**config.mk**
```make
export PLATFORM = sky130hd
export DESIGN_NAME = mgmt_bridge
export DESIGN_NICKNAME = d
export VERILOG_FILES = /design/src/rtl/mgmt_bridge_pkg.sv /design/src/rtl/mgmt_mdc_gen.sv /design/src/rtl/mgmt_mdio_seq.sv /design/src/rtl/mgmt_host_regs.sv /design/src/rtl/mgmt_bridge.sv
export SDC_FILE = /design/constraint.sdc
export NUM_CORES = 1
export LEC_CHECK = 0
export BUFFER_PORTS_ARGS = -buffer_cell sky130_fd_sc_hd__clkbuf_2
export CORE_MARGIN = 5
export CORE_UTILIZATION = 45
export CTS_CLUSTER_SIZE = 30
export DETAILED_ROUTE_END_ITERATION = 7
export MAX_ROUTING_LAYER = met4
export PLACE_DENSITY = 0.69
export SLEW_MARGIN = 20
export SYNTH_ARGS = -nofsm -noshare
export SYNTH_HDL_FRONTEND = slang
export SYNTH_SLANG_ARGS = --single-unit
```
**constraint.sdc**
```tcl
create_clock -name clk_i -period 2.75 [get_ports clk_i]
set_clock_uncertainty 0.2 [all_clocks]
set_input_delay 0.275 -clock clk_i [delete_from_list [all_inputs] [get_ports clk_i]]
set_output_delay 0.275 -clock clk_i [all_outputs]
set_load 0.02 [all_outputs]
```
**src/rtl/mgmt_bridge_pkg.sv**
```systemverilog
package mgmt_bridge_pkg;
  localparam int HOST_AW   = 3;
  localparam int PHY_AW    = 5;
  localparam int REG_AW    = 5;
  localparam int DATA_W    = 16;
  localparam int PRE_BITS  = 32;
  localparam int FRAME_BITS = PRE_BITS + 2 + 2 + PHY_AW + REG_AW + 2 + DATA_W;
  localparam int TA_POS    = PRE_BITS + 2 + 2 + PHY_AW + REG_AW;
  localparam int DATA_POS  = TA_POS + 2;
  localparam int IDX_W     = $clog2(FRAME_BITS);

  typedef enum logic [HOST_AW-1:0] {
    OFS_STATUS = 3'd0,
    OFS_CMD    = 3'd1,
    OFS_PHYREG = 3'd2,
    OFS_WLO    = 3'd3,
    OFS_WHI    = 3'd4,
    OFS_RLO    = 3'd5,
    OFS_RHI    = 3'd6
  } host_ofs_e;
endpackage

```
**src/rtl/mgmt_mdc_gen.sv**
```systemverilog
module mgmt_mdc_gen #(
  parameter int MDC_HALF = 10
) (
  input  logic clk_i,
  input  logic rst_ni,
  input  logic run_i,
  output logic mdc_o,
  output logic rise_o,
  output logic fall_o
);
  localparam int CW = (MDC_HALF > 1) ? $clog2(MDC_HALF) : 1;
  localparam logic [CW-1:0] LAST = CW'(MDC_HALF - 1);

  logic [CW-1:0] cnt_q;
  logic          mdc_q;
  logic          wrap;

  assign wrap = run_i && (cnt_q == LAST);

  always_ff @(posedge clk_i or negedge rst_ni) begin
    if (!rst_ni) begin
      cnt_q <= '0;
      mdc_q <= 1'b0;
    end else if (!run_i) begin
      cnt_q <= '0;
      mdc_q <= 1'b0;
    end else if (wrap) begin
      cnt_q <= '0;
      mdc_q <= ~mdc_q;
    end else begin
      cnt_q <= cnt_q + 1'b1;
    end
  end

  assign mdc_o  = mdc_q;
  assign rise_o = wrap & ~mdc_q;
  assign fall_o = wrap & mdc_q;
endmodule

```
**src/rtl/mgmt_mdio_seq.sv**
```systemverilog
module mgmt_mdio_seq
  import mgmt_bridge_pkg::*;
#(
  parameter logic [PHY_AW-1:0] PHY_ADDR = 5'd1
) (
  input  logic              clk_i,
  input  logic              rst_ni,
  input  logic              start_i,
  input  logic              op_rd_i,
  input  logic [REG_AW-1:0] reg_i,
  input  logic [DATA_W-1:0] wdata_i,
  input  logic              rise_i,
  input  logic              fall_i,
  input  logic              mdio_i,
  output logic              busy_o,
  output logic              mdio_o,
  output logic              mdio_oe_o,
  output logic              rd_done_o,
  output logic [DATA_W-1:0] rdata_o
);
  localparam logic [IDX_W-1:0] LAST_IDX = IDX_W'(FRAME_BITS - 1);
  localparam logic [IDX_W-1:0] TA_IDX   = IDX_W'(TA_POS);
  localparam logic [IDX_W-1:0] DAT_IDX  = IDX_W'(DATA_POS);

  logic                  busy_q;
  logic                  rd_q;
  logic [IDX_W-1:0]      idx_q;
  logic [FRAME_BITS-1:0] sh_q;
  logic [DATA_W-1:0]     cap_q;
  logic [FRAME_BITS-1:0] frame;
  logic                  last_bit;

  always_comb begin
    frame = {{PRE_BITS{1'b1}}, 2'b01,
             (op_rd_i ? 2'b10 : 2'b01),
             PHY_ADDR, reg_i,
             (op_rd_i ? 2'b11 : 2'b10),
             (op_rd_i ? {DATA_W{1'b1}} : wdata_i)};
  end

  assign last_bit = busy_q && fall_i && (idx_q == LAST_IDX);

  always_ff @(posedge clk_i or negedge rst_ni) begin
    if (!rst_ni) begin
      busy_q <= 1'b0;
      rd_q   <= 1'b0;
      idx_q  <= '0;
      sh_q   <= '1;
      cap_q  <= '0;
    end else if (!busy_q) begin
      if (start_i) begin
        busy_q <= 1'b1;
        rd_q   <= op_rd_i;
        idx_q  <= '0;
        sh_q   <= frame;
      end
    end else begin
      if (rise_i && rd_q && (idx_q >= DAT_IDX))
        cap_q <= {cap_q[DATA_W-2:0], mdio_i};
      if (fall_i) begin
        if (idx_q == LAST_IDX) begin
          busy_q <= 1'b0;
          sh_q   <= '1;
        end else begin
          idx_q <= idx_q + 1'b1;
          sh_q  <= {sh_q[FRAME_BITS-2:0], 1'b1};
        end
      end
    end
  end

  assign busy_o    = busy_q;
  assign mdio_o    = sh_q[FRAME_BITS-1];
  assign mdio_oe_o = busy_q && !(rd_q && (idx_q >= TA_IDX));
  assign rd_done_o = last_bit && rd_q;
  assign rdata_o   = cap_q;
endmodule

```
**src/rtl/mgmt_host_regs.sv**
```systemverilog
module mgmt_host_regs
  import mgmt_bridge_pkg::*;
(
  input  logic               clk_i,
  input  logic               rst_ni,
  input  logic               we_i,
  input  logic [HOST_AW-1:0] addr_i,
  input  logic [7:0]         wdata_i,
  input  logic               busy_i,
  input  logic               rd_done_i,
  input  logic [DATA_W-1:0]  capture_i,
  output logic               start_o,
  output logic               op_rd_o,
  output logic               cmd_rd_o,
  output logic [REG_AW-1:0]  phy_reg_o,
  output logic [DATA_W-1:0]  wdata_o,
  output logic [DATA_W-1:0]  rdata_o
);
  logic              cmd_rd_q;
  logic [REG_AW-1:0] phy_reg_q;
  logic [7:0]        wlo_q, whi_q;
  logic [DATA_W-1:0] rdata_q;
  logic              wr_cmd, wr_wlo, wr_whi, go_rd, go_wr;

  assign wr_cmd = we_i && !busy_i && (addr_i == OFS_CMD);
  assign wr_wlo = we_i && !busy_i && (addr_i == OFS_WLO);
  assign wr_whi = we_i && !busy_i && (addr_i == OFS_WHI);
  assign go_rd  = wr_cmd && wdata_i[0];
  assign go_wr  = wr_whi;

  always_ff @(posedge clk_i or negedge rst_ni) begin
    if (!rst_ni) begin
      cmd_rd_q  <= 1'b0;
      phy_reg_q <= '0;
      wlo_q     <= '0;
      whi_q     <= '0;
      rdata_q   <= '0;
    end else begin
      if (we_i && (addr_i == OFS_PHYREG)) phy_reg_q <= wdata_i[REG_AW-1:0];
      if (wr_cmd) cmd_rd_q <= wdata_i[0];
      if (wr_wlo) wlo_q <= wdata_i;
      if (wr_whi) whi_q <= wdata_i;
      if (rd_done_i) rdata_q <= capture_i;
    end
  end

  assign start_o   = go_rd | go_wr;
  assign op_rd_o   = go_rd;
  assign cmd_rd_o  = cmd_rd_q;
  assign phy_reg_o = phy_reg_q;
  // write frame takes the new high byte in the same cycle it is stored
  assign wdata_o   = {(go_wr ? wdata_i : whi_q), wlo_q};
  assign rdata_o   = rdata_q;
endmodule

```
**src/rtl/mgmt_bridge.sv**
```systemverilog
module mgmt_bridge
  import mgmt_bridge_pkg::*;
#(
  parameter logic [PHY_AW-1:0] PHY_ADDR = 5'd1,
  parameter int                MDC_HALF = 10
) (
  input  logic               clk_i,
  input  logic               rst_ni,
  input  logic               reg_we_i,
  input  logic [HOST_AW-1:0] reg_addr_i,
  input  logic [7:0]         reg_wdata_i,
  output logic [7:0]         reg_rdata_o,
  output logic               mdc_o,
  output logic               mdio_o,
  output logic               mdio_oe_o,
  input  logic               mdio_i
);
  logic              busy, start, op_rd, cmd_rd, rise, fall, rd_done;
  logic [REG_AW-1:0] phy_reg;
  logic [DATA_W-1:0] wdata16, rdata16, capture;

  mgmt_host_regs u_regs (
    .clk_i     (clk_i),
    .rst_ni    (rst_ni),
    .we_i      (reg_we_i),
    .addr_i    (reg_addr_i),
    .wdata_i   (reg_wdata_i),
    .busy_i    (busy),
    .rd_done_i (rd_done),
    .capture_i (capture),
    .start_o   (start),
    .op_rd_o   (op_rd),
    .cmd_rd_o  (cmd_rd),
    .phy_reg_o (phy_reg),
    .wdata_o   (wdata16),
    .rdata_o   (rdata16)
  );

  mgmt_mdc_gen #(.MDC_HALF(MDC_HALF)) u_mdc (
    .clk_i  (clk_i),
    .rst_ni (rst_ni),
    .run_i  (busy),
    .mdc_o  (mdc_o),
    .rise_o (rise),
    .fall_o (fall)
  );

  mgmt_mdio_seq #(.PHY_ADDR(PHY_ADDR)) u_seq (
    .clk_i     (clk_i),
    .rst_ni    (rst_ni),
    .start_i   (start),
    .op_rd_i   (op_rd),
    .reg_i     (phy_reg),
    .wdata_i   (wdata16),
    .rise_i    (rise),
    .fall_i    (fall),
    .mdio_i    (mdio_i),
    .busy_o    (busy),
    .mdio_o    (mdio_o),
    .mdio_oe_o (mdio_oe_o),
    .rd_done_o (rd_done),
    .rdata_o   (capture)
  );

  always_comb begin
    unique case (reg_addr_i)
      OFS_STATUS: reg_rdata_o = {7'd0, busy};
      OFS_CMD:    reg_rdata_o = {7'd0, cmd_rd};
      OFS_PHYREG: reg_rdata_o = {{(8-REG_AW){1'b0}}, phy_reg};
      OFS_WLO:    reg_rdata_o = wdata16[7:0];
      OFS_WHI:    reg_rdata_o = wdata16[15:8];
      OFS_RLO:    reg_rdata_o = rdata16[7:0];
      OFS_RHI:    reg_rdata_o = rdata16[15:8];
      default:    reg_rdata_o = 8'd0;
    endcase
  end
endmodule

```
Word-level counts from Yosys, hierarchy flattened
Cells that the tools add are included.
W data, S select, Z words.
- register bits: 131
- latch bits: 0
- bits in writable memories: 0
- bits in read-only memories: 0
- input port bits: 15
- logic and storage cells: 75
- memories: 0
- add/subtract/negate cells: 2
- multiply operators: 0
- divide/modulo/power cells: 0
- $lt $le $gt $ge: 2
- equality and inequality tests: 11
- shifts and indexed selects: 0
- multiplexer cells: 21
- bitwise gates (word level): 5
- reduce and logical (&&, ||, !) cells: 22
- operators by type and width (operator ; count):
    $mux W64 ; 4
    $pmux W8 S7 ; 1
    $mux W6 ; 4
    $mux W16 ; 1
    $logic_and A1 B1 Y1 ; 14
    $ge A6 B6 Y1 const B ; 2
    $eq A3 B3 Y1 const B ; 3
    $mux W4 ; 2
    $mux W8 ; 1
    $mux W1 ; 7
    $add A6 B1 Y6 const B ; 1
    $eq A3 B2 Y1 const B ; 2
    $eq A6 B6 Y1 const B ; 1
    $reduce_and A2 Y1 ; 3
    $add A4 B1 Y4 const B ; 1
    $eq A4 B4 Y1 const B ; 1
    $ne A2 B2 Y1 const B ; 2
    $eq A3 B1 Y1 const B ; 1
    $logic_not A3 Y1 ; 1
    $reduce_and A3 Y1 ; 1
    $and A1 B1 Y1 ; 2
    $logic_not A1 Y1 ; 2
    $mux W2 ; 1
    $ne A2 B1 Y1 const B ; 1
    other kinds (3) ; 4

Logic depth before layout (Yosys ltp)
Gate-level depths: netlist of the first run.
- depth after elaboration: 7
- depth in mapped cells: 8
- gate-level depth less buffers: 6

Cells and area by module
Synthesis of the first run repeated with hierarchy kept, for this count alone.
- cells, all modules: 499
- area, all modules: 5979.5 sq um
- modules (own cells, without submodules) (module ; times used ; cells each ; area an instance (sq um)):
    mgmt_mdio_seq ; 1 ; 344 ; 3880.0
    mgmt_host_regs ; 1 ; 87 ; 1476.4
    mgmt_bridge ; 1 ; 43 ; 362.8
    mgmt_mdc_gen ; 1 ; 25 ; 260.2

Worst setup path before layout of the first run
No wires, ideal clock.
- kind: flip-flop to flip-flop
- start: register u_seq.idx_q[0]
- end: register u_regs.rdata_q[10], in the netlist u_regs.rdata_o[10]
- setup time: 125 ps
- data arrival time: 1889 ps
- slack: 536 ps
- stages on the path, launching flop included: 9
- clock period less this slack: 2214 ps
- path through: dfrtp_1 > ha_1 > and2_1 > buf_4 > and2_1 > buf_4 > nand3_2 > buf_2 > mux2_2
- longest elaborated chain between the ends: 3
- RTL lines (item ; line ; RTL):
    start, declared ; mgmt_mdio_seq.sv:27 ; logic [IDX_W-1:0] idx_q;
    start signal, assigned ; mgmt_mdio_seq.sv:65 ; idx_q <= idx_q + 1'b1;
    $eq A6 B6 Y1 ; mgmt_mdio_seq.sv:41 ; assign last_bit = busy_q && fall_i && (idx_q == LAST_IDX);
    $logic_and A1 B1 Y1 ; mgmt_mdio_seq.sv:41 ;
    $logic_and A1 B1 Y1 ; mgmt_mdio_seq.sv:75 ; assign rd_done_o = last_bit && rd_q;
    end signal, assigned ; mgmt_host_regs.sv:43 ; if (rd_done_i) rdata_q <= capture_i;
    end, declared ; mgmt_host_regs.sv:22 ; logic [DATA_W-1:0] rdata_q;
No other way between the ends.
A chain may end at the register's enable or synchronous reset.

Worst setup path in the final report of the first run
- start: register u_seq.busy_q, in the netlist u_seq.busy_o
- end: output reg_rdata_o[2]
- longest elaborated chain between the ends: 5
- RTL lines (item ; line ; RTL):
    start, declared ; mgmt_mdio_seq.sv:25 ; logic busy_q;
    start signal, assigned ; mgmt_mdio_seq.sv:45 ; busy_q <= 1'b0;
    start signal, assigned ; mgmt_mdio_seq.sv:52 ; busy_q <= 1'b1;
    start signal, assigned ; mgmt_mdio_seq.sv:62 ; busy_q <= 1'b0;
    $logic_not A1 Y1 ; - ;
    $logic_and A1 B1 Y1 (2 in a row) ; mgmt_host_regs.sv:27 ; assign wr_whi = we_i && !busy_i && (addr_i == OFS_WHI);
    $mux W8 ; mgmt_host_regs.sv:52 ; assign wdata_o = {(go_wr ? wdata_i : whi_q), wlo_q};
    $pmux W8 S7 ; mgmt_bridge.sv:66 ; unique case (reg_addr_i)
    end, declared ; mgmt_bridge.sv:12 ; output logic [7:0] reg_rdata_o,
No other way between the ends.

==> run_results.csv, run 1 <==
group,metric,value,unit
critical_path,r2r_cells,5,
grt,grt_pass1_wl,22.4,mm
clocking,clock_sink_count,131,
detailed_routing,via_per_inst,5.75,
pwr,pwr_density_cell,827,nW/um^2
critical_path,crit_arrival,2.24,ns
yosys,synth_compound_area_share,15.8,%
grt,overflow,0,
yosys,ys_types,49,
critical_path,crit_fanout,14,
finish,syn_to_final_growth,17.2,%
finish,diodes,0,
grt,grt_max_degree,74,
yosys,synthXorXnorAreaFrac,0.288,%
floorplanning,rows,42,
placement,place_hpwl,8.43,mm
yosys,synth_top_family_by_area,"compound AO/OA/AOI/OAI gates",
pwr,leakagePower,3.17,nW
finish,fillers,1170,
detailed_routing,post_drt_wl_per_cell,16.9,um
detailed_routing,num_vias,4460,
pwr,peakVddDrop,531,uV
yosys,syn_nets,577,
detailed_routing,wl,13.1,mm
job,maxCapViolations,0,
sta,fin_ws,0.0351,ns
yosys,ys_ff_latch,131,
yosys,synth_top_flop_cell,"dfrtp_1",
hold_path,min_delay_path_depth,4,
sta,rsz0062_at_grt,"yes",
yosys,synthSimpleGateAreaFrac,13.2,%
sta,min_period_over_period,98.7,%
floorplanning,start_util,45.9,%
grt,track_usage,17.9,%
sta,final_max_slew_viol_count,0,
sta,finalSetupViolCount,0,
clocking,cts_buffers,17,
critical_path,cp_cell_sequence,"or3b_2 > o21ai_0 > a31oi_1 > a21o_1 > clkbuf_2",
critical_path,max_stage_delay,0.63,ns
clocking,clock_latency,0.43,ns
critical_path,worstSetupEndpointType,"output pin",
critical_path,startpoint_type,"flop",
critical_path,cp_num_cells,5,
sta,fmax,0.368,GHz
placement,dp_cells,735,
grt,antenna_found_initial,0,
run_status,status,"complete, no violations",
finish,post-route-util,53.8,%
clocking,cts_tree,"done",
placement,place.gp.congestion,0.823,
critical_path,critPathRequiredTime,2.28,ns
floorplanning,core-area,13200,um^2
sta,max_slew.worst_pin.slew,0.836,ns
clocking,clockBufferDepth,2,
yosys,async_flop_share,100,%
sta,relSlewSlack,43.8,%
detailed_routing,first_pass_iters,4,
finish,final_nets,606,
sta,setup_tns,0,ns
finish,final_cell_area,7120,um^2
sta,fin_crit,2.71,ns
critical_path,crit_slowest_cell,"or3b_2",
grt,grt_pass1_vias,4528,
yosys,synth.area.mux_share,11.0,%
sta,hold_viol,0,
critical_path,cp.buffers_inverters,1,
hold_path,hold_path_class,"input pin to flop",
placement,dpl_cell_area,6390,um^2
yosys,synth_edf_count,0,
detailed_routing,drc,0,
floorplanning,die_x,126,um
critical_path,cpLargestDelayFamily,"compound AO/OA/AOI/OAI gates",
floorplanning,die_y,126,um
clocking,cts_htree_levels,4,
yosys,synth_area,6070,um^2
yosys,synth_warnings,0,
finish,drive_above_1_share,31.8,%
yosys,synthAdderAreaFrac,0.618,%
yosys,synth_seq_area_share,55.3,%
finish,instances_no_fill,776,
detailed_routing,antenna_left,0,
detailed_routing,drt_iter0_markers,204,
floorplanning,die-area,15900,um^2
floorplanning,ios,26,
yosys,postSynthCellCount,559,
placement,place_ws,0.336,ns
critical_path,r2r_slack,0.36,ns
clocking,clkTransAtPathRegs,0.05,ns
clocking,cts_root_buf,"clkbuf_16",
yosys,syn_avg_cell_area,10.9,um^2
placement,io_buffers,25,
critical_path,path_class,"flop to output pin",
Yosys cell counts (7+ instances only):
master / count / area share (%)
and3_1: 10 / 1.0
mux2_2: 47 / 8.7
clkbuf_1: 16 / 0.99
nand2_1: 20 / 1.2
a21o_1: 7 / 0.87
a31oi_1: 9 / 0.93
o2bb2ai_1: 8 / 1.2
a21oi_1: 59 / 4.9
dfstp_2: 64 / 28
o21ai_0: 33 / 2.7
buf_4: 7 / 0.87
mux2i_1: 8 / 1.3
o22ai_1: 15 / 1.5
dfrtp_1: 67 / 28
nand3_1: 11 / 0.91
buf_2: 18 / 1.5
nor3_1: 44 / 3.6
inv_1: 8 / 0.49
nor2_1: 49 / 3.0
power breakdown:
group	switching (mW)	internal (mW)	leakage [nW]
combinational	0.424	0.397	1.30
sequential	0.232	2.41	1.57
clock	0.802	1.62	0.305
total	1.46	4.43	3.17
cell usage in the layout (no fill, tap or decap), drive strengths merged, types with 2 or more instances in the layout:
cell type,Yosys,routed
a2bb2oi,3,3
buf,25,17
nor2b,5,5
clkbuf,16,44
a211o,3,3
a21o,7,7
nor3,45,45
and4b,2,2
a21oi,59,59
and3,10,10
o21ai,33,33
nor2,50,50
o211ai,5,5
dfstp,64,64
nand3,12,12
clkinv,0,5
mux2,52,52
bufinv,0,5
a22o,5,5
nand2b,3,3
ha,3,3
a31oi,9,9
nand2,20,20
o2bb2ai,8,8
o22ai,16,16
inv,8,8
dlygate4sd3,0,10
dfrtp,67,67
a2111oi,2,2
nand3b,3,3
mux2i,8,8
and2,4,4
metrics by stage:
stage	power, mW	hold slack (ns)
finish	5.89	0.204
global route	6.17	0.241
CTS	5.95	0.176
detailed placement	3.47	0.221
global placement	3.43	0.207
floorplan	3.21	-0.221
tightest hold or removal path, cell delays in order:
cell,delay (ns)
clkbuf_2,0.21
nand2b_1,0.16
o21ai_0,0.07
o21ai_0,0.06
metal layers:
layer	global-route usage, %	wire length, um	vias up
li1	-	-	2084
met3	4.11	468	34
met2	26.9	6400	91
met5	-	0	-
met4	8.83	403	0
met1	22.8	5830	2251
flip-flops by register name (all words and copies together), names as in the netlist:
signal,flops
u_seq.rdata_o,16
u_regs.cmd_rd_o,1
u_mdc.cnt_q,4
u_seq.idx_q,6
u_seq.sh_q,64
u_regs.wlo_q,8
u_regs.whi_q,8
u_seq.rd_q,1
u_regs.rdata_o,16
u_regs.phy_reg_o,5
u_seq.busy_o,1
u_mdc.mdc_o,1
cell families after synthesis:
group / Yosys count
simple gates: 158
mux: 60
xor+xnor: 2
fa+ha+maj: 3
compound gates: 156
buf+inv: 49
flops: 131
path summary, 6_finish.rpt:
check / start / end
max: u_seq.busy_o / reg_rdata_o[2]
min: reg_addr_i[0] / u_regs.cmd_rd_o
max reg2reg: u_seq.busy_o / u_seq.sh_q[20]
min reg2reg: u_seq.sh_q[8] / u_seq.sh_q[8]
max in group asynchronous: rst_ni / u_seq.sh_q[21]
min in group asynchronous: rst_ni / u_seq.sh_q[51]
area by class of cell:
type	count	area (um^2)	share of cell area (%)
inverters	8	30.0	0.422
clock buffers	20	447	6.27
multi-input cells	379	2490	35.0
repair buffers	51	385	5.41
well taps	176	220	3.09
clock inverters	11	184	2.58
flip-flops and latches	131	3360	47.2
what timing repair did:
item | CTS | global route
endpoints found under the setup margin | 2 | 6
hold endpoints to repair | 107 | 0
buffers inserted | 0 | 0
hold buffers | 10 | 0
gates cloned | 0 | 0
gates resized for setup | 3 | 3
Note: power is estimated with default switching activity, not from simulation.
==> run 2: changes to the inputs <==
--- a/config.mk
+++ b/config.mk
@@ -6,12 +6,13 @@
 export NUM_CORES = 1
 export LEC_CHECK = 0
 export BUFFER_PORTS_ARGS = -buffer_cell sky130_fd_sc_hd__clkbuf_2
+export CORE_ASPECT_RATIO = 2
 export CORE_MARGIN = 5
 export CORE_UTILIZATION = 45
 export CTS_CLUSTER_SIZE = 30
 export DETAILED_ROUTE_END_ITERATION = 7
 export MAX_ROUTING_LAYER = met4
-export PLACE_DENSITY = 0.69
+export PLACE_DENSITY = 0.72
 export SLEW_MARGIN = 20
 export SYNTH_ARGS = -nofsm -noshare
 export SYNTH_HDL_FRONTEND = slang
==> constraint.sdc (replaced) <==
create_clock -name clk_i -period 2.3 [get_ports clk_i]
set_clock_uncertainty 0.2 [all_clocks]
set_input_delay 0.23 -clock clk_i [delete_from_list [all_inputs] [get_ports clk_i]]
set_output_delay 0.23 -clock clk_i [all_outputs]
set_load 0.02 [all_outputs]
==> run 2 against run 1 <==
Compared with the run above: the run now ends with negative setup slack left; critical path depth grew 1; power grew 21%; count of clock-buffer cells in the layout shrank 1; highest routed layer unchanged; die area grew 0.88%; cell count grew 0.64%; critical path type unchanged; register-to-register slack lost 0.30 ns; combinational power grew 34%; cell area grew 5.4%; clock power grew 17%; core utilization grew 2.4 points.
==> run_results.csv, run 2 (synthesis results as in run 1) <==
group,metric,value,unit
grt,overflow,0,
job,maxCapViolations,0,
run_status,status,"finished, violations left",
sta,fmax,0.404,GHz
sta,fin_crit,2.47,ns
finish,fillers,1085,
clocking,clkTransAtPathRegs,0.06,ns
floorplanning,rows,60,
finish,largest_reg_flops,64,
detailed_routing,first_pass_iters,4,
sta,max_slew.worst_pin.slew,0.554,ns
finish,diodes,0,
detailed_routing,drt_iter0_markers,296,
clocking,cts_buffers,17,
sta,min_period_over_period,107,%
sta,setup_tns,-1.13,ns
placement,dpl_cell_area,6530,um^2
floorplanning,die-area,16100,um^2
floorplanning,die_y,174,um
critical_path,r2r_cells,6,
critical_path,path_class,"flop to output pin",
detailed_routing,wl,15.4,mm
finish,syn_to_final_growth,23.5,%
critical_path,crit_arrival,2.04,ns
critical_path,critPathRequiredTime,1.87,ns
detailed_routing,num_vias,4678,
grt,grt-busiest-layer,"met2",
sta,rsz0062_at_grt,"yes",
floorplanning,ios,26,
sta,fin_ws,-0.172,ns
clocking,cts_root_buf,"clkbuf_16",
grt,grt_pass1_vias,4932,
sta,hold_viol,0,
floorplanning,core-area,13400,um^2
pwr,peakVddDrop,827,uV
placement,dp_cells,731,
sta,finalSetupViolCount,8,
clocking,cts_tree,"done",
grt,global_route.usage.met2,35.4,%
placement,place_hpwl,10.0,mm
clocking,clockBufferDepth,2,
clocking,cts_htree_levels,4,
grt,grt_util_met1,19.8,%
finish,final_cell_mix,"dfrtp_1 (66), dfstp_2 (64), a21oi_1 (58)",
pwr,pwr_density_cell,950,nW/um^2
floorplanning,die_x,92.1,um
detailed_routing,post_drt_wl_per_cell,19.7,um
hold_path,hold_path_class,"input pin to asynchronous set/reset pin",
grt,grt_max_degree,61,
critical_path,crit_fanout,7,
placement,io_buffers,25,
detailed_routing,antenna_left,0,
grt,grtUsageMet3,3.59,%
clocking,clock_latency,0.42,ns
placement,place.gp.congestion,0.910,
finish,drive_above_1_share,36.9,%
finish,final_cell_area,7500,um^2
run_status,violations,"negative setup slack",
critical_path,worstSetupEndpointType,"output pin",
finish,regMostFlops,"u_seq.sh_q",
finish,layout_commonest_cell,"dfrtp_1",
sta,final_max_slew_viol_count,0,
clocking,clock_sink_count,131,
finish,final_nets,631,
detailed_routing,via_per_inst,5.99,
grt,grt_pass1_wl,24.7,mm
grt,track_usage,20.2,%
grt,antenna_found_initial,0,
sta,relSlewSlack,63.1,%
floorplanning,start_util,45.4,%
critical_path,startpoint_type,"flop",
detailed_routing,drc,0,
finish,instances_no_fill,781,
pwr,leakagePower,3.36,nW
[run 2: report_power, final]
group / internal (mW) / total, mW / leakage, nW / switching [mW]
logic: 0.550 / 1.10 / 1.49 / 0.547
clock network: 1.73 / 2.83 / 0.302 / 1.11
registers: 2.89 / 3.20 / 1.56 / 0.313
total: 5.16 / 7.13 / 3.36 / 1.97
[run 2: layout make-up]
class	count	area (um^2)	share of cell area, %
flip-flops and latches	131	3360	44.8
multi-input cells	379	2600	34.7
repair buffers	76	691	9.21
clock buffers	19	464	6.19
well taps	155	194	2.59
clock inverters	13	161	2.15
inverters	8	30.0	0.400
[run 2: critical path: stages, from the launching register on]
cell and delay, ns:
dfrtp_2 0.44, or3b_4 0.42, buf_12 0.17, o21ai_2 0.16
a31oi_1 0.11, a21o_1 0.16, clkbuf_2 0.15
[run 2: routing by layer]
layer	vias up	routed length, um
met4	0	974
met1	2351	5320
met3	60	450
met2	133	8650
li1	2134	-
met5	-	0
[run 2: through the flow]
| stage | util, % | hold slack (ns) | total power, mW | setup WS, ns |
|---|---|---|---|---|
| 4_1_cts | 55.0 | 0.107 | 7.13 | -0.175 |
| 6_report | 56.1 | 0.137 | 7.13 | -0.172 |
| 3_5_place_dp | 48.8 | 0.0467 | 4.22 | -0.00126 |
| 3_3_place_gp | 48.8 | 0.0473 | 4.15 | 0.0464 |
| 2_1_floorplan | - | -0.266 | 3.84 | 0.0862 |
| 5_1_grt | 56.1 | 0.181 | 7.45 | -0.213 |
[run 2: worst paths after layout]
| kind | start | to | slack [ns] |
|---|---|---|---|
| worst max-delay path | u_seq.busy_o | reg_rdata_o[1] | -0.17 |
| worst min-delay path | rst_ni | u_regs.wlo_q[4] | 0.14 |
| worst max register to register | u_seq.busy_o | u_seq.sh_q[19] | 0.06 |
| worst min register to register | u_seq.sh_q[12] | u_seq.sh_q[12] | 0.28 |
| max in group asynchronous | rst_ni | u_seq.sh_q[19] | 1.00 |
| min in group clk_i | reg_addr_i[1] | u_regs.whi_q[0] | 0.17 |
[run 2: repair_timing]
item,in CTS,in global routing
hold buffers,12,0
endpoints found under the setup margin,8,11
setup buffers,1,4
gates cloned,0,1
gates resized for setup,25,27
hold endpoints to repair,58,0
pin swaps,2,11
==> run 3: changes to the inputs <==
--- a/config.mk
+++ b/config.mk
@@ -13,6 +13,7 @@
 export DETAILED_ROUTE_END_ITERATION = 7
 export MAX_ROUTING_LAYER = met4
 export PLACE_DENSITY = 0.72
+export REMOVE_ABC_BUFFERS = 1
 export SLEW_MARGIN = 20
 export SYNTH_ARGS = -nofsm -noshare
 export SYNTH_HDL_FRONTEND = slang
==> run 3 against run 2 <==
Compared with the run above: critical path type unchanged; combinational power about the same; register-to-register slack about the same; clock power decreased by 9.9%; count of clock-buffer cells in the layout decreased by 1; the run still ends with negative setup slack left.
==> run_results.csv, run 3 (synthesis results as in run 1) <==
group,metric,value,unit
run_status,status,"finished, violations left",
run_status,violations,"negative setup slack",
detailed_routing,antenna_left,0,
critical_path,r2r_start,"u_seq.busy_o",
placement,place.gp.congestion,0.880,
sta,min_period_over_period,105,%
clocking,cts_buffers,17,
detailed_routing,wl_met2,8.01,mm
placement,dp_cells,727,
detailed_routing,post_drt_wl_per_cell,18.4,um
grt,grt_pass1_vias,4735,
clocking,cts_root_buf,"clkbuf_16",
sta,fin_ws,-0.109,ns
sta,rsz0062_at_grt,"yes",
grt,track_usage,18.8,%
detailed_routing,via_per_inst,5.90,
critical_path,timing.rr.end,"u_seq.sh_q[21]",
critical_path,r2r_cells,7,
hold_path,min_delay_path_depth,4,
clocking,clock_sink_count,131,
critical_path,path_class,"flop to output pin",
finish,final_cell_mix,"dfrtp_1 (67), dfstp_2 (64), a21oi_1 (58)",
job,maxCapViolations,0,
hold_path,hold_end,"u_regs.whi_q[0]",
critical_path,cp.buffers_inverters,2,
finish,largest_reg_flops,64,
pwr,power.net_switching,1.92,mW
clocking,cts_tree,"done",
finish,regMostFlops,"u_seq.sh_q",
critical_path,crit_slowest_cell,"dfrtp_1",
finish,instances_no_fill,773,
detailed_routing,drc,0,
grt,overflow,0,
detailed_routing,first_pass_iters,5,
pwr,pwr_density_cell,919,nW/um^2
critical_path,cp_cell_sequence,"or3b_4 > buf_12 > o21ai_4 > a31oi_2 > a21o_1 > clkbuf_8",
critical_path,crit_fanout,9,
pwr,power,6.84,mW
finish,multi_input_area,2650,um^2
finish,fillers,1065,
finish,layout_commonest_cell,"dfrtp_1",
finish,seqCellArea,3360,um^2
hold_path,hold_start,"reg_we_i",
sta,relSlewSlack,61.7,%
pwr,pwr-share-comb,16.0,%
critical_path,startpoint_type,"flop",
hold_path,hold_path_class,"input pin to flop",
finish,syn_to_final_growth,22.5,%
sta,max_slew.worst_pin.slew,0.560,ns
critical_path,critPathRequiredTime,1.87,ns
clocking,clockBufferDepth,2,
detailed_routing,num_vias,4559,
critical_path,r2r_slack,0.05,ns
pwr,power.share.sequential,46.7,%
floorplanning,core-area,13400,um^2
placement,place_ws,0.180,ns
clocking,clock_latency,0.41,ns
pwr,leakagePower,3.27,nW
clocking,clkTransAtPathRegs,0.06,ns
pwr,p_clk_share,37.2,%
placement,place_hpwl,9.43,mm
grt,grt_max_degree,61,
finish,final_nets,623,
floorplanning,start_util,45.4,%
placement,dpl_cell_area,6510,um^2
sta,hold_viol,0,
sta,final_max_slew_viol_count,0,
sta,finalSetupViolCount,8,
pwr,swShare,28.0,%
floorplanning,die_x,92.1,um
floorplanning,die-area,16100,um^2
critical_path,cpLargestDelayFamily,"compound AO/OA/AOI/OAI gates",
floorplanning,ios,26,
finish,drive_above_1_share,37.7,%
sta,fmax,0.415,GHz
pwr,peakVddDrop,601,uV
detailed_routing,wl,14.3,mm
finish,final_cell_area,7440,um^2
grt,antenna_found_initial,0,
detailed_routing,wl_met1,5.08,mm
floorplanning,die_y,174,um
sta,fin_crit,2.41,ns
clocking,cts_htree_levels,4,
detailed_routing,drt_iter0_markers,250,
finish,post-route-util,55.7,%
placement,io_buffers,25,
critical_path,worstSetupEndpointType,"output pin",
detailed_routing,top_layer,"met4",
critical_path,crit_arrival,1.98,ns
grt,grt_pass1_wl,23.3,mm
pwr,p_int,4.92,mW
detailed_routing,met3WireLength,440,um
floorplanning,rows,60,
finish,diodes,0,
critical_path,max_stage_delay,0.39,ns
## run 3: cell count changes in the layout (fill, tap and decap cells not counted), sizes merged
cell	before	now
bufinv	2	1
buf	45	35
clkbuf	38	41
clkinvlp	2	5
clkinv	3	6
inv	14	10
dlygate4sd3	12	10
## run 3: what timing repair did
action                                  in CTS  in global routing
buffers inserted                             2                  1
hold buffers                                10                  0
gates cloned                                 0                  1
hold endpoints to repair                    59                  0
pin swaps                                    7                  4
endpoints found under the setup margin       8                 53
resized for setup                           43                 15
## run 3: worst reg2reg max path: stages, from the launching register on
cell	delay, ns
dfrtp_1	0.39
or3b_4	0.39
buf_12	0.17
buf_4	0.17
o22ai_4	0.18
or2_4	0.17
buf_12	0.15
mux2_1	0.35
## run 3: stage by stage
stage | hold WS (ns) | setup TNS (ns)
final | 0.106 | -0.634
after global routing | 0.137 | -1.20
after CTS | 0.0985 | -0.683
after detailed placement | 0.0538 | 0
after global placement | 0.0396 | 0
after floorplan | -0.266 | -111.84
## run 3: power groups by stage
| stage | Clock, mW | Sequential, mW | Combinational (mW) |
|---|---|---|---|
| detailed placement | 0 | 3.19 | 1.02 |
| finish | 2.55 | 3.20 | 1.10 |
| global route | 2.67 | 3.24 | 1.21 |
| floorplan | 0 | 3.11 | 0.709 |
| CTS | 2.57 | 3.18 | 1.08 |
| global placement | 0 | 3.17 | 0.957 |
## run 3: layout make-up
class / instances / area share (%)
Multi-Input combinational cell: 379 / 35.6
Clock buffer: 18 / 5.77
Timing Repair Buffer: 68 / 8.71
Clock inverter: 14 / 1.78
Sequential cell: 131 / 45.1
Tap cell: 155 / 2.61
Inverter: 8 / 0.403
## run 3: worst max path at each step
| stage | from | end | cells past startpoint |
|---|---|---|---|
| finish | u_seq.busy_o | reg_rdata_o[2] | 6 |
| global route | u_seq.busy_o | reg_rdata_o[1] | 6 |
| CTS | u_seq.busy_o | reg_rdata_o[4] | 6 |
| detailed placement | reg_addr_i[2] | u_seq.busy_o | 5 |
| global placement | reg_addr_i[2] | u_seq.busy_o | 5 |
| floorplan | u_seq.busy_o | u_seq.sh_q[18] | 4 |
## run 3: routing by layer
metal / vias to the layer above / track usage, %
li1: 2115 / -
met1: 2254 / 18.7
met2: 140 / 33.1
met3: 50 / 3.25
met4: 0 / 12.3
met5: - / -
